### src/rtl/mbox_pkg.sv
package mbox_pkg;
  localparam int DW        = 32;
  localparam int AW        = 8;
  localparam int BUF_BYTES = 16;
  localparam int BUF_WORDS = BUF_BYTES / (DW / 8);
  localparam int IW        = $clog2(BUF_WORDS);

  localparam logic [AW-1:0] OFF_CMD  = 8'h00;
  localparam logic [AW-1:0] OFF_STAT = 8'h04;
  localparam logic [3:0]    WIN_WB   = 4'h8;
  localparam logic [3:0]    WIN_RB   = 4'h9;

  localparam int CMD_IOC_BIT  = 8;
  localparam int STAT_IRQ_BIT = 2;

  typedef struct packed {
    logic [7:0] rsvd;
    logic [7:0] code;
    logic [7:0] initiator;
    logic [3:0] cmd_id;
    logic       rsvd3;
    logic       irq;
    logic       err;
    logic       busy;
  } status_t;
endpackage

### src/rtl/mbox_buf.sv
module mbox_buf #(
  parameter int WORDS = 4,
  parameter int W     = 32,
  localparam int IW   = $clog2(WORDS)
) (
  input  logic          clk,
  input  logic          rst_n,
  input  logic          we,
  input  logic [IW-1:0] widx,
  input  logic [W-1:0]  wdata,
  input  logic [IW-1:0] ridx,
  output logic [W-1:0]  rdata
);
  logic [W-1:0] mem [WORDS];

  for (genvar g = 0; g < WORDS; g++) begin : g_word
    always_ff @(posedge clk) begin
      if (!rst_n)                       mem[g] <= '0;
      else if (we && widx == IW'(g))    mem[g] <= wdata;
    end
  end

  assign rdata = mem[ridx];
endmodule

### src/rtl/mbox_ctrl.sv
module mbox_ctrl
  import mbox_pkg::*;
(
  input  logic          clk,
  input  logic          rst_n,
  input  logic          cmd_wr,
  input  logic [DW-1:0] cmd_data,
  input  logic [7:0]    host_id,
  input  logic          stat_wr,
  input  logic          stat_clr_bit,
  input  logic          done,
  input  logic          done_err,
  input  logic [7:0]    done_code,
  output logic          busy,
  output logic          doorbell,
  output logic [DW-1:0] cmd_q,
  output status_t       status,
  output logic          irq_pulse
);
  logic       err_q, irq_flag, ioc_q;
  logic [7:0] code_q, init_q;
  logic [3:0] cid_q;
  logic       accept, finish, irq_set, irq_clr;

  assign accept  = cmd_wr && !busy;
  assign finish  = done && busy;
  assign irq_set = finish && ioc_q;
  assign irq_clr = stat_wr && stat_clr_bit;

  always_ff @(posedge clk) begin
    if (!rst_n) begin
      busy      <= 1'b0;
      doorbell  <= 1'b0;
      irq_pulse <= 1'b0;
      err_q     <= 1'b0;
      irq_flag  <= 1'b0;
      ioc_q     <= 1'b0;
      code_q    <= '0;
      init_q    <= '0;
      cid_q     <= '0;
      cmd_q     <= '0;
    end else begin
      doorbell  <= accept;
      irq_pulse <= irq_set;
      if (accept) begin
        busy   <= 1'b1;
        cmd_q  <= cmd_data;
        ioc_q  <= cmd_data[CMD_IOC_BIT];
        cid_q  <= cmd_data[15:12];
        init_q <= host_id;
        err_q  <= 1'b0;
        code_q <= '0;
      end else if (finish) begin
        busy   <= 1'b0;
        err_q  <= done_err;
        code_q <= done_code;
      end
      if (irq_set)      irq_flag <= 1'b1;
      else if (irq_clr) irq_flag <= 1'b0;
    end
  end

  always_comb begin
    status           = '0;
    status.busy      = busy;
    status.err       = err_q;
    status.irq       = irq_flag;
    status.cmd_id    = cid_q;
    status.initiator = init_q;
    status.code      = code_q;
  end

  AST_NO_RERING: assert property (@(posedge clk) disable iff (!rst_n)
    (busy && cmd_wr) |=> !doorbell);
  AST_BUSY_HOLDS: assert property (@(posedge clk) disable iff (!rst_n)
    (busy && !done) |=> busy);
  AST_DONE_FREES: assert property (@(posedge clk) disable iff (!rst_n)
    (busy && done) |=> !busy);
  AST_IRQ_NEEDS_REQ: assert property (@(posedge clk) disable iff (!rst_n)
    (busy && done && !ioc_q) |=> !irq_pulse);
  AST_IRQ_ONE_CYCLE: assert property (@(posedge clk) disable iff (!rst_n)
    irq_pulse |=> !irq_pulse);
  AST_W1C_CLEARS: assert property (@(posedge clk) disable iff (!rst_n)
    (irq_clr && !irq_set) |=> !status.irq);
  AST_IDLE_DONE_QUIET: assert property (@(posedge clk) disable iff (!rst_n)
    (!busy && !cmd_wr) |=> $stable(code_q));
endmodule

### src/rtl/mbox_doorbell_top.sv
module mbox_doorbell_top
  import mbox_pkg::*;
(
  input  logic          clk,
  input  logic          rst_n,
  input  logic          host_wr,
  input  logic          host_rd,
  input  logic [7:0]    host_addr,
  input  logic [31:0]   host_wdata,
  input  logic [7:0]    host_id,
  output logic [31:0]   host_rdata,
  output logic          host_rvalid,
  output logic          host_irq,
  output logic          fw_doorbell,
  output logic [31:0]   fw_cmd,
  output logic          fw_busy,
  input  logic [1:0]    fw_wb_idx,
  output logic [31:0]   fw_wb_data,
  input  logic          fw_rb_we,
  input  logic [1:0]    fw_rb_idx,
  input  logic [31:0]   fw_rb_data,
  input  logic          fw_done,
  input  logic          fw_err,
  input  logic [7:0]    fw_err_code
);
  logic          cmd_wr, stat_wr, wb_we;
  logic [IW-1:0] win_idx;
  logic [DW-1:0] rb_word;
  status_t       status;

  assign win_idx = host_addr[IW+1:2];
  assign cmd_wr  = host_wr && host_addr == OFF_CMD;
  assign stat_wr = host_wr && host_addr == OFF_STAT;
  assign wb_we   = host_wr && host_addr[7:4] == WIN_WB;

  mbox_buf #(.WORDS(BUF_WORDS), .W(DW)) u_wbuf (
    .clk(clk), .rst_n(rst_n),
    .we(wb_we), .widx(win_idx), .wdata(host_wdata),
    .ridx(fw_wb_idx), .rdata(fw_wb_data)
  );

  mbox_buf #(.WORDS(BUF_WORDS), .W(DW)) u_rbuf (
    .clk(clk), .rst_n(rst_n),
    .we(fw_rb_we), .widx(fw_rb_idx), .wdata(fw_rb_data),
    .ridx(win_idx), .rdata(rb_word)
  );

  mbox_ctrl u_ctrl (
    .clk(clk), .rst_n(rst_n),
    .cmd_wr(cmd_wr), .cmd_data(host_wdata), .host_id(host_id),
    .stat_wr(stat_wr), .stat_clr_bit(host_wdata[STAT_IRQ_BIT]),
    .done(fw_done), .done_err(fw_err), .done_code(fw_err_code),
    .busy(fw_busy), .doorbell(fw_doorbell), .cmd_q(fw_cmd),
    .status(status), .irq_pulse(host_irq)
  );

  always_ff @(posedge clk) begin
    if (!rst_n) begin
      host_rdata  <= '0;
      host_rvalid <= 1'b0;
    end else begin
      host_rvalid <= host_rd;
      if (host_rd) begin
        if (host_addr == OFF_STAT)          host_rdata <= status;
        else if (host_addr[7:4] == WIN_RB)  host_rdata <= rb_word >> (8 * host_addr[1:0]);
        else                                host_rdata <= '0;
      end
    end
  end

  AST_RVALID_FOLLOWS: assert property (@(posedge clk) disable iff (!rst_n)
    host_rd |=> host_rvalid);
  AST_DOORBELL_SETS_BUSY: assert property (@(posedge clk) disable iff (!rst_n)
    fw_doorbell |-> fw_busy);
endmodule

### config.mk
export PLATFORM = sky130hd
export DESIGN_NAME = mbox_doorbell_top
export DESIGN_NICKNAME = d
export VERILOG_FILES = /design/src/rtl/mbox_pkg.sv /design/src/rtl/mbox_buf.sv /design/src/rtl/mbox_ctrl.sv /design/src/rtl/mbox_doorbell_top.sv
export SDC_FILE = /design/constraint.sdc
export NUM_CORES = 1
export LEC_CHECK = 0
export BUFFER_PORTS_ARGS = -buffer_cell sky130_fd_sc_hd__buf_2
export CORE_MARGIN = 4
export CORE_UTILIZATION = 28
export CTS_CLUSTER_SIZE = 25
export DETAILED_ROUTE_END_ITERATION = 8
export PLACE_DENSITY = 0.51
export SYNTH_ARGS = -nofsm -noshare
export SYNTH_HDL_FRONTEND = slang
export SYNTH_SLANG_ARGS = --single-unit
export TNS_END_PERCENT = 30
### constraint.sdc
create_clock -name clk -period 8.5 [get_ports clk]
set_input_delay 1.7 -clock clk [delete_from_list [all_inputs] [get_ports clk]]
set_output_delay 1.7 -clock clk [all_outputs]
set_load 0.02 [all_outputs]
==> impl_metrics.csv, run 1 <==
group,metric,value,unit
floorplan,fp.dieH,238,um
routing,wl_per_cell,22.4,um
worst_setup_path,reg2reg_slack,6.62,ns
placement,dp_hpwl,28.0,mm
worst_setup_path,crit_type,"in -> out",
final_layout,final_cell_mix,"and2_1 (259), edfxtp_1 (256), buf_2 (198)",
synth,yosys_warnings,0,
timing,maxSlewHeadroom,0.299,
cts,cts_setup_buffers,0,
synth,synth_top_family_by_area,"simple AND/OR/NAND/NOR gates",
routing,drc_errors,0,
power,power.density,223,mW/mm^2
synth,synthAdderAreaFrac,0,
synth,synth-xor-area-share,0,
worst_setup_path,critPathRequiredTime,6.80,ns
power,p_clk_frac,0.440,
placement,port-buffer-count,198,
worst_setup_path,crit_path_start_kind,"input pin",
floorplan,core,0.0517,mm^2
floorplan,start_util,0.285,
synth,syn-num-nets,1105,
final_layout,nFillCells,5085,
final_layout,mostFrequentLayoutCell,"and2_1",
cts,cts.sinks,342,
synth,avgSynthCellArea,14.7,um^2
timing,final-hold-violation-count,0,
timing,rsz0062_at_grt,"no",
worst_setup_path,cp_max_fo,32,
global_routing,antenna_found_initial,9,
flow_run,maxCapViolCount,0,
timing,fmax,200,MHz
final_layout,drive_above_1_share,0.320,
final_layout,design_area,0.0178,mm^2
routing,antenna_left,0,
cts,cts_resized,0,
floorplan,io_pins,199,
synth,seq_area_frac_synth,0.638,
floorplan,dieArea,0.0564,mm^2
cts,cts-root-buf,"clkbuf_16",
synth,synth_top_area_share,0.521,
timing,tightestPinTransition,1.05,ns
power,seqPwrFrac,0.482,
worst_hold_path,hold_path.class,"reg -> reg",
worst_setup_path,arrival,3.30,ns
synth,ys_ff_latch,342,
routing,drtIter0Drc,638,
floorplan,die_width,238,um
final_layout,area_growth,20.7,%
synth,synthesis.area,0.0148,mm^2
synth,synth_cells,1006,
final_layout,final_nets,1284,
cts,clkTransAtPathRegs,0.06,ns
timing,maxSlewViolCount,0,
synth,synth.distinct_cells,39,
synth,synthSimpleGateAreaFrac,0.141,
global_routing,grt_max_degree,50,
cts,cts-buffers-inserted,41,
outcome,status,"completed",
placement,placed_cell_area,0.0165,mm^2
synth,synthMuxAreaShare,0.129,
cts,holdBufCountCts,0,
routing,first_pass_iters,5,
power,power.leakage,6.52,nW
power,p_int,3.05,mW
global_routing,grt_pass1_vias,9271,
floorplan,row_count,83,
timing,tns,0,ns
power,ir_drop,127,uV
worst_setup_path,worst_setup_path_end_kind,"output pin",
timing,period_share,0.588,
timing,fin_crit,5.00,ns
synth,synth_top_area_cell,"edfxtp_1",
routing,routed_wl,42.6,mm
global_routing,grtUsageTotal,0.149,
cts,worst_skew_pair.late_latency,0.55,ns
cts,cts_max_path_buffers,3,
cts,h-tree-depth,2,
power,power_switching,0.922,mW
power,comb_power_share,0.078,
cts,cts_tree,"built",
timing,finalSetupViolations,0,
timing,finalClockSkew,0.0202,ns
synth,synth_compound_area_frac,0.0666,
synth,synth_area_leaders,"edfxtp_1 (52%), mux4_2 (12%), dfxtp_1 (12%)",
routing,routed_via_density,4.81,
global_routing,grt_pass1_wl,63.5,mm
power,sw_frac_of_total,0.232,
global_routing,grt-ovfl-total,0,
routing,vias,9133,
placement,place_congestion,0.772,
==> worst max-delay path, cell delays in order <==
cell    delay (ns)
buf_2         0.78
mux4_2        0.63
buf_2         0.18
==> power by group through the flow <==
stage | sequential, mW | clock (mW) | combinational (mW)
after global routing | 1.92 | 1.87 | 0.337
final | 1.91 | 1.75 | 0.311
after CTS | 1.91 | 1.80 | 0.318
after detailed placement | 1.95 | 0 | 0.317
after global placement | 1.95 | 0 | 0.314
after floorplan | 1.94 | 0 | 0.181
==> cell usage after synthesis <==
cell / number
inv_1: 3
a22oi_1: 13
dfxtp_1: 86
and3_1: 2
nor4bb_1: 1
and2_1: 259
o41ai_2: 1
a22o_1: 40
nand4_1: 1
mux2_2: 13
mux4_2: 77
nor4_4: 1
nand3_1: 13
clkbuf_1: 47
o41a_4: 1
buf_1: 12
a31oi_1: 6
nor2_1: 11
a222oi_1: 3
or4_1: 2
nand2_1: 38
a221oi_1: 13
or2_2: 2
buf_4: 5
buf_6: 4
buf_2: 12
o21ai_0: 27
mux2i_1: 3
o21bai_1: 1
or3_4: 1
a31o_1: 1
o211ai_1: 2
nor4_1: 3
nor2b_1: 12
nand2b_1: 3
edfxtp_1: 256
a21oi_1: 25
o21ai_1: 5
and3b_1: 1
==> sequential cells by signal, indices dropped and copies added (netlist names) <==
name and flops:
u_rbuf.mem 128, u_wbuf.mem 128, host_rdata 32, u_ctrl.cmd_q 32, u_ctrl.code_q 8, u_ctrl.init_q 8
host_rvalid 1, u_ctrl.busy 1, u_ctrl.doorbell 1, u_ctrl.err_q 1, u_ctrl.irq_flag 1, u_ctrl.irq_pulse 1
==> layout make-up <==
class / instances / area (um^2) / share of cell area
well taps: 680 / 851 / 0.0478
inverters: 3 / 11.3 / 0.000632
diodes: 3 / 7.51 / 0.000421
flip-flops and latches: 342 / 9410 / 0.528
repair buffers: 216 / 1130 / 0.0632
clock buffers: 59 / 1160 / 0.0653
multi-input cells: 581 / 5080 / 0.285
clock inverters: 16 / 165 / 0.00927
==> layer usage <==
layer  vias to the layer above  track usage  routed length (um)
met5                         -            0                  92
met4                        14       0.0347                 869
met3                        70       0.0411                3210
met2                       289        0.235               19700
met1                      4608        0.205               18800
li1                       4152            -                   -
==> final timing paths <==
check	startpoint	to	cells past startpoint
max	fw_wb_idx[0]	fw_wb_data[8]	3
min reg2reg	u_ctrl.cmd_q[5]	u_ctrl.cmd_q[5]	1
max reg2reg	u_ctrl.busy	u_ctrl.cmd_q[14]	2
min	u_ctrl.cmd_q[5]	u_ctrl.cmd_q[5]	1
==> per-stage QoR <==
stage	utilization	hold WS [ns]	setup slack, ns	cells	power [mW]
floorplan	-	0.435	3.70	1006	2.12
global route	0.344	0.490	3.31	1898	4.13
finish	0.344	0.470	3.50	1900	3.97
CTS	0.344	0.475	3.42	1897	4.03
global placement	0.319	0.457	3.48	1822	2.26
detailed placement	0.319	0.459	3.42	1822	2.27
==> cells by family (layout without fill, tap and decap cells) <==
family | after synthesis | after routing
and+or+nand+nor | 350 | 350
other | 0 | 3
muxes | 93 | 93
buffers and inverters | 83 | 294
AOI/OAI and AO/OA | 138 | 138
DFF | 342 | 342
No activity file was read; power rests on OpenSTA's default activity.
==> run 2, diff against run 1 <==
clock period = 4.65 ns   (was 8.5 ns; I/O delays follow)
==> impl_metrics.csv, run 2 (synthesis results as in run 1) <==
group,metric,value,unit
cts,worst_skew_pair.late_latency,0.55,ns
routing,wl_per_cell,22.2,um
cts,cts_max_path_buffers,3,
power,ir_drop,223,uV
global_routing,grt-ovfl-total,0,
power,comb_power_share,0.080,
floorplan,die_width,238,um
worst_setup_path,cp_max_fo,17,
cts,h-tree-depth,2,
floorplan,io_pins,199,
floorplan,fp.dieH,238,um
routing,routedLengthMet1,18.3,mm
timing,fin_crit,3.39,ns
timing,hold_slack,0.471,ns
placement,dp_hpwl,27.6,mm
final_layout,drive_above_1_share,0.321,
cts,holdBufCountCts,0,
power,seqPwrFrac,0.483,
worst_setup_path,arrival,2.46,ns
routing,met3_length,3.07,mm
timing,maxSlewViolCount,0,
final_layout,reg_top3,"u_rbuf.mem x128, u_wbuf.mem x128",
routing,drtIter0Drc,644,
timing,rsz0062_at_grt,"no",
floorplan,start_util,0.285,
global_routing,grt_pass1_wl,62.5,mm
final_layout,nFillCells,5027,
routing,antenna_left,0,
routing,dr_wl_met2,19.7,mm
worst_setup_path,crit_type,"in -> out",
outcome,status,"completed",
power,power.leakage,6.55,nW
flow_run,maxCapViolCount,0,
power,sw_frac_of_total,0.230,
placement,pre_cts_ws,1.23,ns
routing,first_pass_iters,5,
final_layout,final_util,0.345,
timing,tns,0,ns
timing,period_share,0.729,
timing,finalSetupViolations,0,
cts,cts-buffers-inserted,40,
routing,routed_wl,42.3,mm
cts,cts_setup_buffers,0,
timing,tightestPinTransition,0.881,ns
cts,cts-root-buf,"clkbuf_16",
final_layout,final_cell_mix,"and2_1 (259), edfxtp_1 (256), buf_2 (198)",
cts,cts.sinks,342,
final_layout,final_nets,1286,
timing,maxSlewHeadroom,0.413,
final_layout,mostFrequentLayoutCell,"and2_1",
power,p_clk_frac,0.437,
routing,vias,9070,
cts,cts_resized,0,
worst_setup_path,crit_path_start_kind,"input pin",
cts,cts_tree,"built",
timing,fmax,295,MHz
power,power_switching,1.66,mW
routing,top_layer_used,"met5",
global_routing,antenna_found_initial,7,
global_routing,grtUsageTotal,0.147,
floorplan,dieArea,0.0564,mm^2
worst_hold_path,hold_path.class,"reg -> reg",
routing,routed_via_density,4.76,
floorplan,core,0.0517,mm^2
timing,finalClockSkew,0.0231,ns
power,power.density,404,mW/mm^2
worst_setup_path,worst_setup_path_end_kind,"output pin",
worst_setup_path,critPathRequiredTime,3.72,ns
placement,port-buffer-count,198,
cts,clkTransAtPathRegs,0.06,ns
routing,drc_errors,0,
global_routing,grt_pass1_vias,9345,
timing,final-hold-violation-count,0,
final_layout,area_growth,21.0,%
final_layout,multi_input_area,0.00507,mm^2
placement,place_congestion,0.761,
floorplan,row_count,83,
power,p_int,5.56,mW
timing,setup_ws,1.26,ns
final_layout,seqCellArea,0.00941,mm^2
global_routing,grt_max_degree,49,
run 2: changes by cell type in the layout (fill, tap and decap cells not counted), moves of 2 or more:
| cell | previous run | this run |
|---|---|---|
| buf_12 | 0 | 2 |
| clkbuf_1 | 11 | 8 |
| clkbuf_4 | 0 | 2 |
| clkinv_4 | 0 | 2 |
| diode_2 | 3 | 8 |
| nor2_1 | 4 | 7 |
| nor2_2 | 2 | 0 |
run 2: area by class of cell:
type | instances | share of cell area
sequential | 342 | 0.527
antenna | 8 | 0.00112
inverter | 3 | 0.000630
timing repair buffer | 219 | 0.0657
clock inverter | 14 | 0.00757
clock buffer | 59 | 0.0668
tap | 680 | 0.0476
multi-input combinational | 581 | 0.284
run 2: path summary, 6_finish.rpt:
path	from	end	slack, ns	cells past startpoint
hold / removal	u_ctrl.cmd_q[30]	u_ctrl.cmd_q[30]	0.47	1
hold reg to reg	u_ctrl.cmd_q[30]	u_ctrl.cmd_q[30]	0.47	1
setup reg to reg	u_ctrl.busy	u_ctrl.cmd_q[12]	2.76	2
setup / recovery	fw_wb_idx[0]	fw_wb_data[20]	1.26	4
run 2: through the flow:
step,area (um^2),cells,power [mW]
final,17900,1906,7.22
after global routing,17800,1898,7.48
after CTS,17800,1898,7.31
after detailed placement,16500,1825,4.14
after global placement,16500,1825,4.14
after floorplan,14800,1006,3.88
run 2: worst max-delay path, cell delays in order:
cell    delay (ns)
buf_2         0.50
buf_12        0.27
mux4_2        0.54
buf_2         0.18
run 2: routing by layer:
layer / global-route usage / vias to the layer above
met4: 0.0446 / 4
met1: 0.197 / 4554
met3: 0.0353 / 69
met2: 0.238 / 295
li1: - / 4148
met5: 0 / -
run 2: power groups by stage:
stage | Combinational, mW | Sequential, mW | Clock, mW
finish | 0.575 | 3.49 | 3.16
global route | 0.620 | 3.51 | 3.35
global placement | 0.581 | 3.55 | 0
CTS | 0.588 | 3.49 | 3.23
detailed placement | 0.586 | 3.56 | 0
floorplan | 0.332 | 3.55 | 0
